$ cat config.mk
export PLATFORM = sky130hd
export DESIGN_NAME = sdac_frame_rx
export DESIGN_NICKNAME = d
export VERILOG_FILES = /design/src/rtl/sdac_pkg.sv /design/src/rtl/sdac_in_sync.sv /design/src/rtl/sdac_frame_shift.sv /design/src/rtl/sdac_cmd_hold.sv /design/src/rtl/sdac_frame_rx.sv
export SDC_FILE = /design/constraint.sdc
export NUM_CORES = 1
export LEC_CHECK = 0
export BUFFER_PORTS_ARGS = -buffer_cell sky130_fd_sc_hd__buf_4
export CAP_MARGIN = 25
export CELL_PAD_IN_SITES_DETAIL_PLACEMENT = 1
export CELL_PAD_IN_SITES_GLOBAL_PLACEMENT = 2
export CORE_UTILIZATION = 35
export CTS_BUF_LIST = sky130_fd_sc_hd__clkbuf_16
export DETAILED_ROUTE_END_ITERATION = 8
export HOLD_SLACK_MARGIN = 0.12
export PLACE_DENSITY = 0.78
export SYNTH_ARGS = -nofsm -noshare
export SYNTH_HDL_FRONTEND = slang
export SYNTH_SLANG_ARGS = --single-unit
$ cat constraint.sdc
create_clock -name clk -period 1.4 [get_ports clk]
set_input_delay 0.21 -clock clk [delete_from_list [all_inputs] [get_ports clk]]
set_output_delay 0.21 -clock clk [all_outputs]
set_load 0.05 [all_outputs]
$ cat src/rtl/sdac_pkg.sv
package sdac_pkg;

    typedef enum logic [1:0] {
        STAGE_DRIVE    = 2'b00,
        STAGE_GND_1K   = 2'b01,
        STAGE_GND_100K = 2'b10,
        STAGE_OPEN     = 2'b11
    } stage_e;

    typedef enum logic [1:0] {
        RX_IDLE  = 2'b00,
        RX_SHIFT = 2'b01,
        RX_DONE  = 2'b10
    } rx_state_e;

endpackage

$ cat src/rtl/sdac_in_sync.sv
module sdac_in_sync #(
    parameter int             W       = 3,
    parameter int             STAGES  = 2,
    parameter logic [W-1:0]   RST_LVL = '0
) (
    input  logic         clk,
    input  logic         rst_n,
    input  logic [W-1:0] async_i,
    output logic [W-1:0] lvl_o
);

    logic [W-1:0] stg_d [STAGES];
    logic [W-1:0] stg_q [STAGES];

    always_comb begin
        stg_d[0] = async_i;
        for (int s = 1; s < STAGES; s++) begin
            stg_d[s] = stg_q[s-1];
        end
    end

    always_ff @(posedge clk or negedge rst_n) begin
        if (!rst_n) begin
            for (int s = 0; s < STAGES; s++) begin
                stg_q[s] <= RST_LVL;
            end
        end else begin
            for (int s = 0; s < STAGES; s++) begin
                stg_q[s] <= stg_d[s];
            end
        end
    end

    assign lvl_o = stg_q[STAGES-1];

endmodule

$ cat src/rtl/sdac_frame_shift.sv
module sdac_frame_shift
    import sdac_pkg::*;
#(
    parameter int WORD_W = 24,
    parameter int KEEP_W = 18
) (
    input  logic              clk,
    input  logic              rst_n,
    input  logic              frame_lvl_i,
    input  logic              sclk_lvl_i,
    input  logic              data_lvl_i,
    output logic              commit_o,
    output logic [KEEP_W-1:0] word_o
);

    localparam int CNT_W = $clog2(WORD_W);
    localparam logic [CNT_W-1:0] LAST_BIT = CNT_W'(WORD_W - 1);

    typedef struct packed {
        rx_state_e         state;
        logic [CNT_W-1:0]  cnt;
        logic [WORD_W-1:0] shreg;
        logic              commit;
        logic              frame_prev;
        logic              sclk_prev;
    } rx_regs_t;

    rx_regs_t r_d, r_q;

    logic frame_fall, frame_rise, sclk_fall;

    always_comb begin
        frame_fall = r_q.frame_prev & ~frame_lvl_i;
        frame_rise = ~r_q.frame_prev & frame_lvl_i;
        sclk_fall  = r_q.sclk_prev & ~sclk_lvl_i;

        r_d            = r_q;
        r_d.commit     = 1'b0;
        r_d.frame_prev = frame_lvl_i;
        r_d.sclk_prev  = sclk_lvl_i;

        if (frame_rise) begin
            r_d.state = RX_IDLE;
            r_d.cnt   = '0;
            r_d.shreg = '0;
        end else if (frame_fall) begin
            r_d.state = RX_SHIFT;
            r_d.cnt   = '0;
            r_d.shreg = '0;
        end else if (r_q.state == RX_SHIFT && sclk_fall) begin
            r_d.shreg = (r_q.shreg << 1) | WORD_W'(data_lvl_i);
            if (r_q.cnt == LAST_BIT) begin
                r_d.state  = RX_DONE;
                r_d.cnt    = '0;
                r_d.commit = 1'b1;
            end else begin
                r_d.cnt = r_q.cnt + 1'b1;
            end
        end
    end

    always_ff @(posedge clk or negedge rst_n) begin
        if (!rst_n) begin
            r_q            <= '0;
            r_q.state      <= RX_IDLE;
            r_q.frame_prev <= 1'b1;
        end else begin
            r_q <= r_d;
        end
    end

    assign commit_o = r_q.commit;
    assign word_o   = r_q.shreg[KEEP_W-1:0];

    // the shift state is only ever entered after frame select was seen low
    a_r2_start_on_fall: assert property (@(posedge clk) disable iff (!rst_n)
        $rose(r_q.state == RX_SHIFT) |-> $past(!frame_lvl_i));

    // the bit counter never passes the word length
    a_r3_count_bound: assert property (@(posedge clk) disable iff (!rst_n)
        (r_q.state == RX_SHIFT) |-> (r_q.cnt <= LAST_BIT));

    // frame select rising mid-frame returns to idle with no commit
    a_r5_abort_idle: assert property (@(posedge clk) disable iff (!rst_n)
        (r_q.state == RX_SHIFT && frame_lvl_i) |=> (r_q.state == RX_IDLE && !r_q.commit));

    // a commit always leaves the receiver parked until a new frame
    a_r6_commit_parks: assert property (@(posedge clk) disable iff (!rst_n)
        r_q.commit |-> (r_q.state == RX_DONE));

endmodule

$ cat src/rtl/sdac_cmd_hold.sv
module sdac_cmd_hold #(
    parameter int CODE_W = 16,
    parameter int MODE_W = 2,
    parameter int NSEL   = 4
) (
    input  logic                     clk,
    input  logic                     rst_n,
    input  logic                     commit_i,
    input  logic [CODE_W+MODE_W-1:0] word_i,
    output logic [CODE_W-1:0]        code_o,
    output logic [MODE_W-1:0]        mode_o,
    output logic [NSEL-1:0]          sel_o,
    output logic                     update_o
);

    typedef struct packed {
        logic [CODE_W-1:0] code;
        logic [MODE_W-1:0] mode;
        logic              upd;
    } hold_regs_t;

    hold_regs_t h_d, h_q;

    always_comb begin
        h_d     = h_q;
        h_d.upd = commit_i;
        if (commit_i) begin
            h_d.code = word_i[CODE_W-1:0];
            h_d.mode = word_i[CODE_W +: MODE_W];
        end
    end

    always_ff @(posedge clk or negedge rst_n) begin
        if (!rst_n) begin
            h_q <= '0;
        end else begin
            h_q <= h_d;
        end
    end

    always_comb begin
        sel_o = '0;
        sel_o[h_q.mode] = 1'b1;
    end

    assign code_o   = h_q.code;
    assign mode_o   = h_q.mode;
    assign update_o = h_q.upd;

    // the update strobe is a single-cycle pulse
    a_r4_strobe_single: assert property (@(posedge clk) disable iff (!rst_n)
        update_o |=> !update_o);

    // code and mode only move in a strobe cycle
    a_r5_hold_between: assert property (@(posedge clk) disable iff (!rst_n)
        !update_o |-> ($stable(code_o) && $stable(mode_o)));

    // the stage select is always exactly one-hot
    a_r7_sel_onehot: assert property (@(posedge clk) disable iff (!rst_n)
        $countones(sel_o) == 1);

endmodule

$ cat src/rtl/sdac_frame_rx.sv
module sdac_frame_rx #(
    parameter int CODE_W      = 16,
    parameter int MODE_W      = 2,
    parameter int PAD_W       = 6,
    parameter int SYNC_STAGES = 2
) (
    input  logic                  clk,
    input  logic                  rst_n,
    input  logic                  frame_n_i,
    input  logic                  sclk_i,
    input  logic                  sdata_i,
    output logic [CODE_W-1:0]     code_o,
    output logic [MODE_W-1:0]     stage_mode_o,
    output logic [(1<<MODE_W)-1:0] stage_sel_o,
    output logic                  update_o
);

    localparam int WORD_W = PAD_W + MODE_W + CODE_W;
    localparam int KEEP_W = MODE_W + CODE_W;
    localparam int NSEL   = 1 << MODE_W;

    logic [2:0]        lvl;
    logic              commit;
    logic [KEEP_W-1:0] word;

    sdac_in_sync #(
        .W       (3),
        .STAGES  (SYNC_STAGES),
        .RST_LVL (3'b001)
    ) u_sync (
        .clk     (clk),
        .rst_n   (rst_n),
        .async_i ({sdata_i, sclk_i, frame_n_i}),
        .lvl_o   (lvl)
    );

    sdac_frame_shift #(
        .WORD_W (WORD_W),
        .KEEP_W (KEEP_W)
    ) u_shift (
        .clk         (clk),
        .rst_n       (rst_n),
        .frame_lvl_i (lvl[0]),
        .sclk_lvl_i  (lvl[1]),
        .data_lvl_i  (lvl[2]),
        .commit_o    (commit),
        .word_o      (word)
    );

    sdac_cmd_hold #(
        .CODE_W (CODE_W),
        .MODE_W (MODE_W),
        .NSEL   (NSEL)
    ) u_hold (
        .clk      (clk),
        .rst_n    (rst_n),
        .commit_i (commit),
        .word_i   (word),
        .code_o   (code_o),
        .mode_o   (stage_mode_o),
        .sel_o    (stage_sel_o),
        .update_o (update_o)
    );

endmodule

Word-level counts from Yosys, hierarchy flattened. Cells that the tools add are included.

Bits of input ports: 5. Word-level logic and storage cells: 38. Flip-flop bits (word level): 58.

Magnitude comparators: 2. Bitwise logic cells: 7. Reductions and logical operators: 5. Equality and inequality tests: 2. Mux-type cells: 10. $add $sub $neg: 1.

Operator list (count): $mux W31 (2); $mux W32 (1); $or A24 B1 Y24 (1); $reduce_bool A3 Y1 (2); $add A5 B1 Y5 const B (1); $eq A5 B5 Y1 const B (1); $mux W5 (1); $mux W1 (4); $and A1 B1 Y1 (3); $lt A2 B3 Y1 const B (1); $not A1 Y1 (3); $demux W1 S2 (1); $eq A2 B1 Y1 const B (1); $ge A2 B1 Y1 const B (1); $logic_and A1 B1 Y1 (2); $mux W2 (1); $reduce_and A2 Y1 (1).

Depth between registers and ports, before layout.
Depth in word-level cells: 6. Mapped depth: 5. Gate-level depth less buffers: 4.

Modules after synthesis. From an unflattened synthesis, not the netlist that was laid out.

Cell total of the unflattened synthesis: 150. Area total of the unflattened synthesis: 2207.1 um^2.

By module, submodules not included: sdac_frame_shift (sequential area each 701.9 um^2, area an instance 1285.0 um^2, cells an instance 101, instances 1); sdac_cmd_hold (sequential area each 475.5 um^2, area an instance 769.5 um^2, cells an instance 43, instances 1); sdac_in_sync (sequential area each 152.6 um^2, area an instance 152.6 um^2, cells an instance 6, instances 1).

Worst setup path before layout. Ideal clock, no wire load.

Path kind: register -> output. Start point: register u_hold.h_q, in the netlist u_hold.mode_o[1]. End point: output stage_sel_o[2]. Arrival time: 1444 ps. Path buffers: 0. Stages on the path, launching flop included: 2. Slack: -254 ps. Cell sequence: dfrtp_1 > nor2b_1.

Word-level cells in the longest chain between the ends: 4. Elaborated cells between the ends (all ways): 5. Classes of those cells: order compare: 2; mux: 2; reduce/logical: 1.

Ends and longest elaborated chain: from (decl) (line sdac_cmd_hold.sv:22) `hold_regs_t h_d, h_q;`; from (signal assigned) (line sdac_cmd_hold.sv:35) `h_q <= '0;`; from (signal assigned) (line sdac_cmd_hold.sv:37) `h_q <= h_d;`; $lt A2 B3 Y1 (implied by the code) / $ge A2 B1 Y1 (equally long branches) (line sdac_cmd_hold.sv:43) `sel_o[h_q.mode] = 1'b1;`; $logic_and A1 B1 Y1 (implied by the code) (line sdac_cmd_hold.sv:43); $mux W1 (implied by the code) (line sdac_cmd_hold.sv:43); $demux W1 S2 (*); to (decl) (line sdac_frame_rx.sv:14) `output logic [(1<<MODE_W)-1:0] stage_sel_o,`.

Every way passes the cells marked *; elsewhere a longest branch is shown, timed or not.

Final worst setup path.
Start point: register u_shift.r_q[28] (netlist name). End point: register u_shift.r_q[31] (netlist name).

Word-level cells in the longest chain between the ends: 5. Elaborated cells between the ends (all ways): 6. Classes of those cells: add/sub: 1; eq/ne: 1; mux: 4.

Ends and longest elaborated chain: from (decl) (line sdac_frame_shift.sv:28) `rx_regs_t r_d, r_q;`; from (signal assigned) (line sdac_frame_shift.sv:68) `r_q <= r_d;`; $add A5 B1 Y5 / $eq A5 B5 Y1 (equally long branches) (line sdac_frame_shift.sv:57, sdac_frame_shift.sv:52); $mux W5 (*) (line sdac_frame_shift.sv:52) `if (r_q.cnt == LAST_BIT) begin`; $mux W32 (*) (line sdac_frame_shift.sv:50) `end else if (r_q.state == RX_SHIFT && sclk_fall) begin`; $mux W31 (*) (line sdac_frame_shift.sv:46) `end else if (frame_fall) begin`; $mux W31 (*) (line sdac_frame_shift.sv:42) `if (frame_rise) begin`.

Every way passes the cells marked *; elsewhere a longest branch is shown, timed or not. The select of a mux whose other input is x is not followed. A chain may end at the register's enable or synchronous reset.

==> flow_summary.toml <==
[run_status]
status = "finished with violations"
violations = "setup timing"

[yosys]
synth_top_family_by_area = "compound AO/OA/AOI/OAI gates"
syn_nets = 132
yosysTopAreaCellShare_pct = 63.9
ys_seq_elements = 53
yosys.area_share.simple_pct = 6.33
yosys.cell_types.count = 28
yosys_warnings = 0
synthAdderAreaFrac_pct = 0.639
synth-xor-area-share_pct = 0.831
yosysTopAreaCell = "dfrtp_1"
yosys-top-cells-area = "dfrtp_1 64%, mux2_2 10%, a22o_1 8.1%, dfstp_2 4.0%, nand4bb_4 1.4%"
synth.most_common_cell = "dfrtp_1"
syn_area_um2 = 1960
synthArstFlopShare_pct = 100
synth_compound_area_share_pct = 11.7
synthMuxAreaShare_pct = 10.4
netlist_top_cells_count = "50 x dfrtp_1, 18 x a22o_1, 18 x mux2_2"
syn_area_per_cell_um2 = 15.5
synth-edff-count = 0
synthCells = 126
ys_seq_area_share_pct = 68.0
ys.flop_type = "dfrtp_1"

[worst_setup_path]
cpPeakStageDelay_ps = 550
crit_type = "register to register"
reg2reg_slack_ps = -30
path_cells = "ha_2 > nand2_1 > or4b_4 > a21oi_4"
path_max_fanout = 3
arrival_ps = 1640
worstSetupEndpoint = "u_shift.r_q[31]$_DFFE_PN0P_"
critPathTopFamily = "simple AND/OR/NAND/NOR gates"
cp-end-kind = "register"
cp_num_buf_inv = 0
cp-start-kind = "register"
r2r-end = "u_shift.r_q[31]$_DFFE_PN0P_"
reg2reg_depth = 4
cp-startpoint = "u_shift.r_q[28]$_DFFE_PN0P_"
rr_startpoint = "u_shift.r_q[28]$_DFFE_PN0P_"
cp_num_cells = 4
worstPathRequired_ps = 1610
critical-path-slowest-cell = "or4b_4"

[sta]
slew_violations = 0
tightestPinTransition_ps = 638
setup_violations = 1
whs_ps = 349
skew_ps = 5.79
clock.fmax_ghz = 0.699
period_share_pct = 102
finalHoldViolCount = 0
finalCriticalPeriod_ps = 1430
slew_headroom_pct = 57.5
setup_ws_ps = -30.9
setup_tns_ps = -30.9
rsz0062_at_grt = "yes"

[route]
post-route-drc-count = 0
routedWlPerCell_um = 15.0
drt_iter0_markers = 71
vias = 1193
via_per_inst = 4.95
ant_nets = 0
routed_wl_mm = 3.61
dr.pass1.iters = 4

[clock_network]
clk_pin_slew_worst_paths_ps = 60
clock-root-buffer = "clkbuf_16"
clk_path_buf_depth = 2
cts_tree = "done"
numCtsBuffers = 5
cts_htree_levels = 2
cts_sinks = 53
clkLatencyLatePin_ps = 290

[global_route]
antenna_found_initial = 0
grt_max_degree = 54
grt_pass1_wl_mm = 6.44
grt_pass1_vias = 1308
gr-total-overflow = 0
track_usage_pct = 13.9

[floorplanning]
dieArea_um2 = 5890
fp.dieW_um = 76.8
io_pins = 28
core_um2 = 5240
start_util_pct = 37.4
die_h_um = 76.8
rows = 26

[finish]
multi_input_area_um2 = 632
fillers = 533
n_antenna_cell = 0
syn_to_final_growth_pct = 30.6
fin_nets = 176
regArea_um2 = 1330
layout-drive-gt1-share_pct = 45.6

[place]
pre_cts_ws_ps = -41.4
finalWeightedCongestion = 0.700
io_buffers = 27
dp_hpwl_mm = 2.38

[job]
max_cap_viol_count = 0

[hold_path]
hp-class = "register to register"
worstHoldStart = "u_sync.stg_d[1]$_DFF_PN0_"

[power_and_ir_drop]
p_leak_nw = 1.23
ir_worst_vdd_uv = 617
p_per_area_nw_per_um2 = 1130
[layer usage]
layer	GRT usage (%)	vias up	part of all wire, %	wire length [µm]
met3	3.45	5	3.6	130
met5	0	-	0	0
met4	5.19	0	1.3	48
met1	17.2	608	43	1570
met2	23.6	28	52	1870
li1	-	552	-	-
[flip-flops by register name, indices dropped and copies added (netlist names)]
name              flops
u_shift.r_q           9
u_hold.mode_o         2
u_shift.word_o       18
u_shift.commit_o      1
u_hold.code_o        16
u_sync.stg_d          3
u_hold.update_o       1
u_sync.lvl_o          3
[what timing repair did]
action                                 in CTS  in global routing
hold buffers                                4                  0
setup endpoints to repair                   4                  7
setup buffers                               3                  1
gates resized for setup                     4                  3
pin swaps                                   3                  4
endpoints found under the hold margin      53                  0
[per-stage QoR]
stage	power [W]	instance area (µm²)	utilization [%]	cells
after floorplan	0.00166	1980	-	126
after global placement	0.00173	2320	44.3	225
after detailed placement	0.00174	2320	44.3	225
after CTS	0.00292	2540	48.4	240
after global routing	0.00299	2550	48.8	241
final	0.00288	2550	48.8	241
[cells by family after synthesis]
logic type	after synthesis
AOI/OAI and AO/OA	29
xor gates and xnor gates	1
adders and majority gates	1
buffers and inverters	8
DFF	53
muxes	18
and+or+nand+nor	16
[layout by cell type (no fill, tap or decap), types with 2 or more instances in the layout]
cell type and count:
buf_12 2, inv_1 3, dfstp_2 3, dlygate4sd3_1 4, buf_4 37, clkbuf_16 5, a22o_1 18, nor2b_2 3
mux2_2 18, dfrtp_1 50, o21ai_0 3
[report_power, final]
| group | internal [W] | switching [W] | total (W) |
|---|---|---|---|
| Combinational | 0.0000695 | 0.0000889 | 0.000158 |
| Sequential | 0.00156 | 0.0000161 | 0.00157 |
| Clock | 0.000650 | 0.000505 | 0.00115 |
| Total | 0.00227 | 0.000610 | 0.00288 |
[worst reg2reg max path, stage by stage (launching register included)]
cell and delay [ps]:
dfrtp_1 370, ha_2 210, nand2_1 80, or4b_4 550, a21oi_4 140
[area by class of cell]
cell class	instances	area share (%)
Clock inverter	3	0.588
Inverter	2	0.294
Multi-Input combinational cell	65	24.7
Tap cell	70	3.43
Timing Repair Buffer	43	14.0
Sequential cell	53	52.1
Clock buffer	5	4.90
[worst min path at each step]
stage                                         to  cells after the start  slack (ps)
floorplan           u_hold.code_o[0]$_DFFE_PN0P_                      0         -90
global placement    u_hold.code_o[6]$_DFFE_PN0P_                      1         270
detailed placement  u_hold.code_o[4]$_DFFE_PN0P_                      1         290
CTS                    u_sync.lvl_o[1]$_DFF_PN0_                      0         350
global route           u_sync.lvl_o[1]$_DFF_PN0_                      0         360
finish                 u_sync.lvl_o[1]$_DFF_PN0_                      0         350
Power figures use the tool's default switching activity.
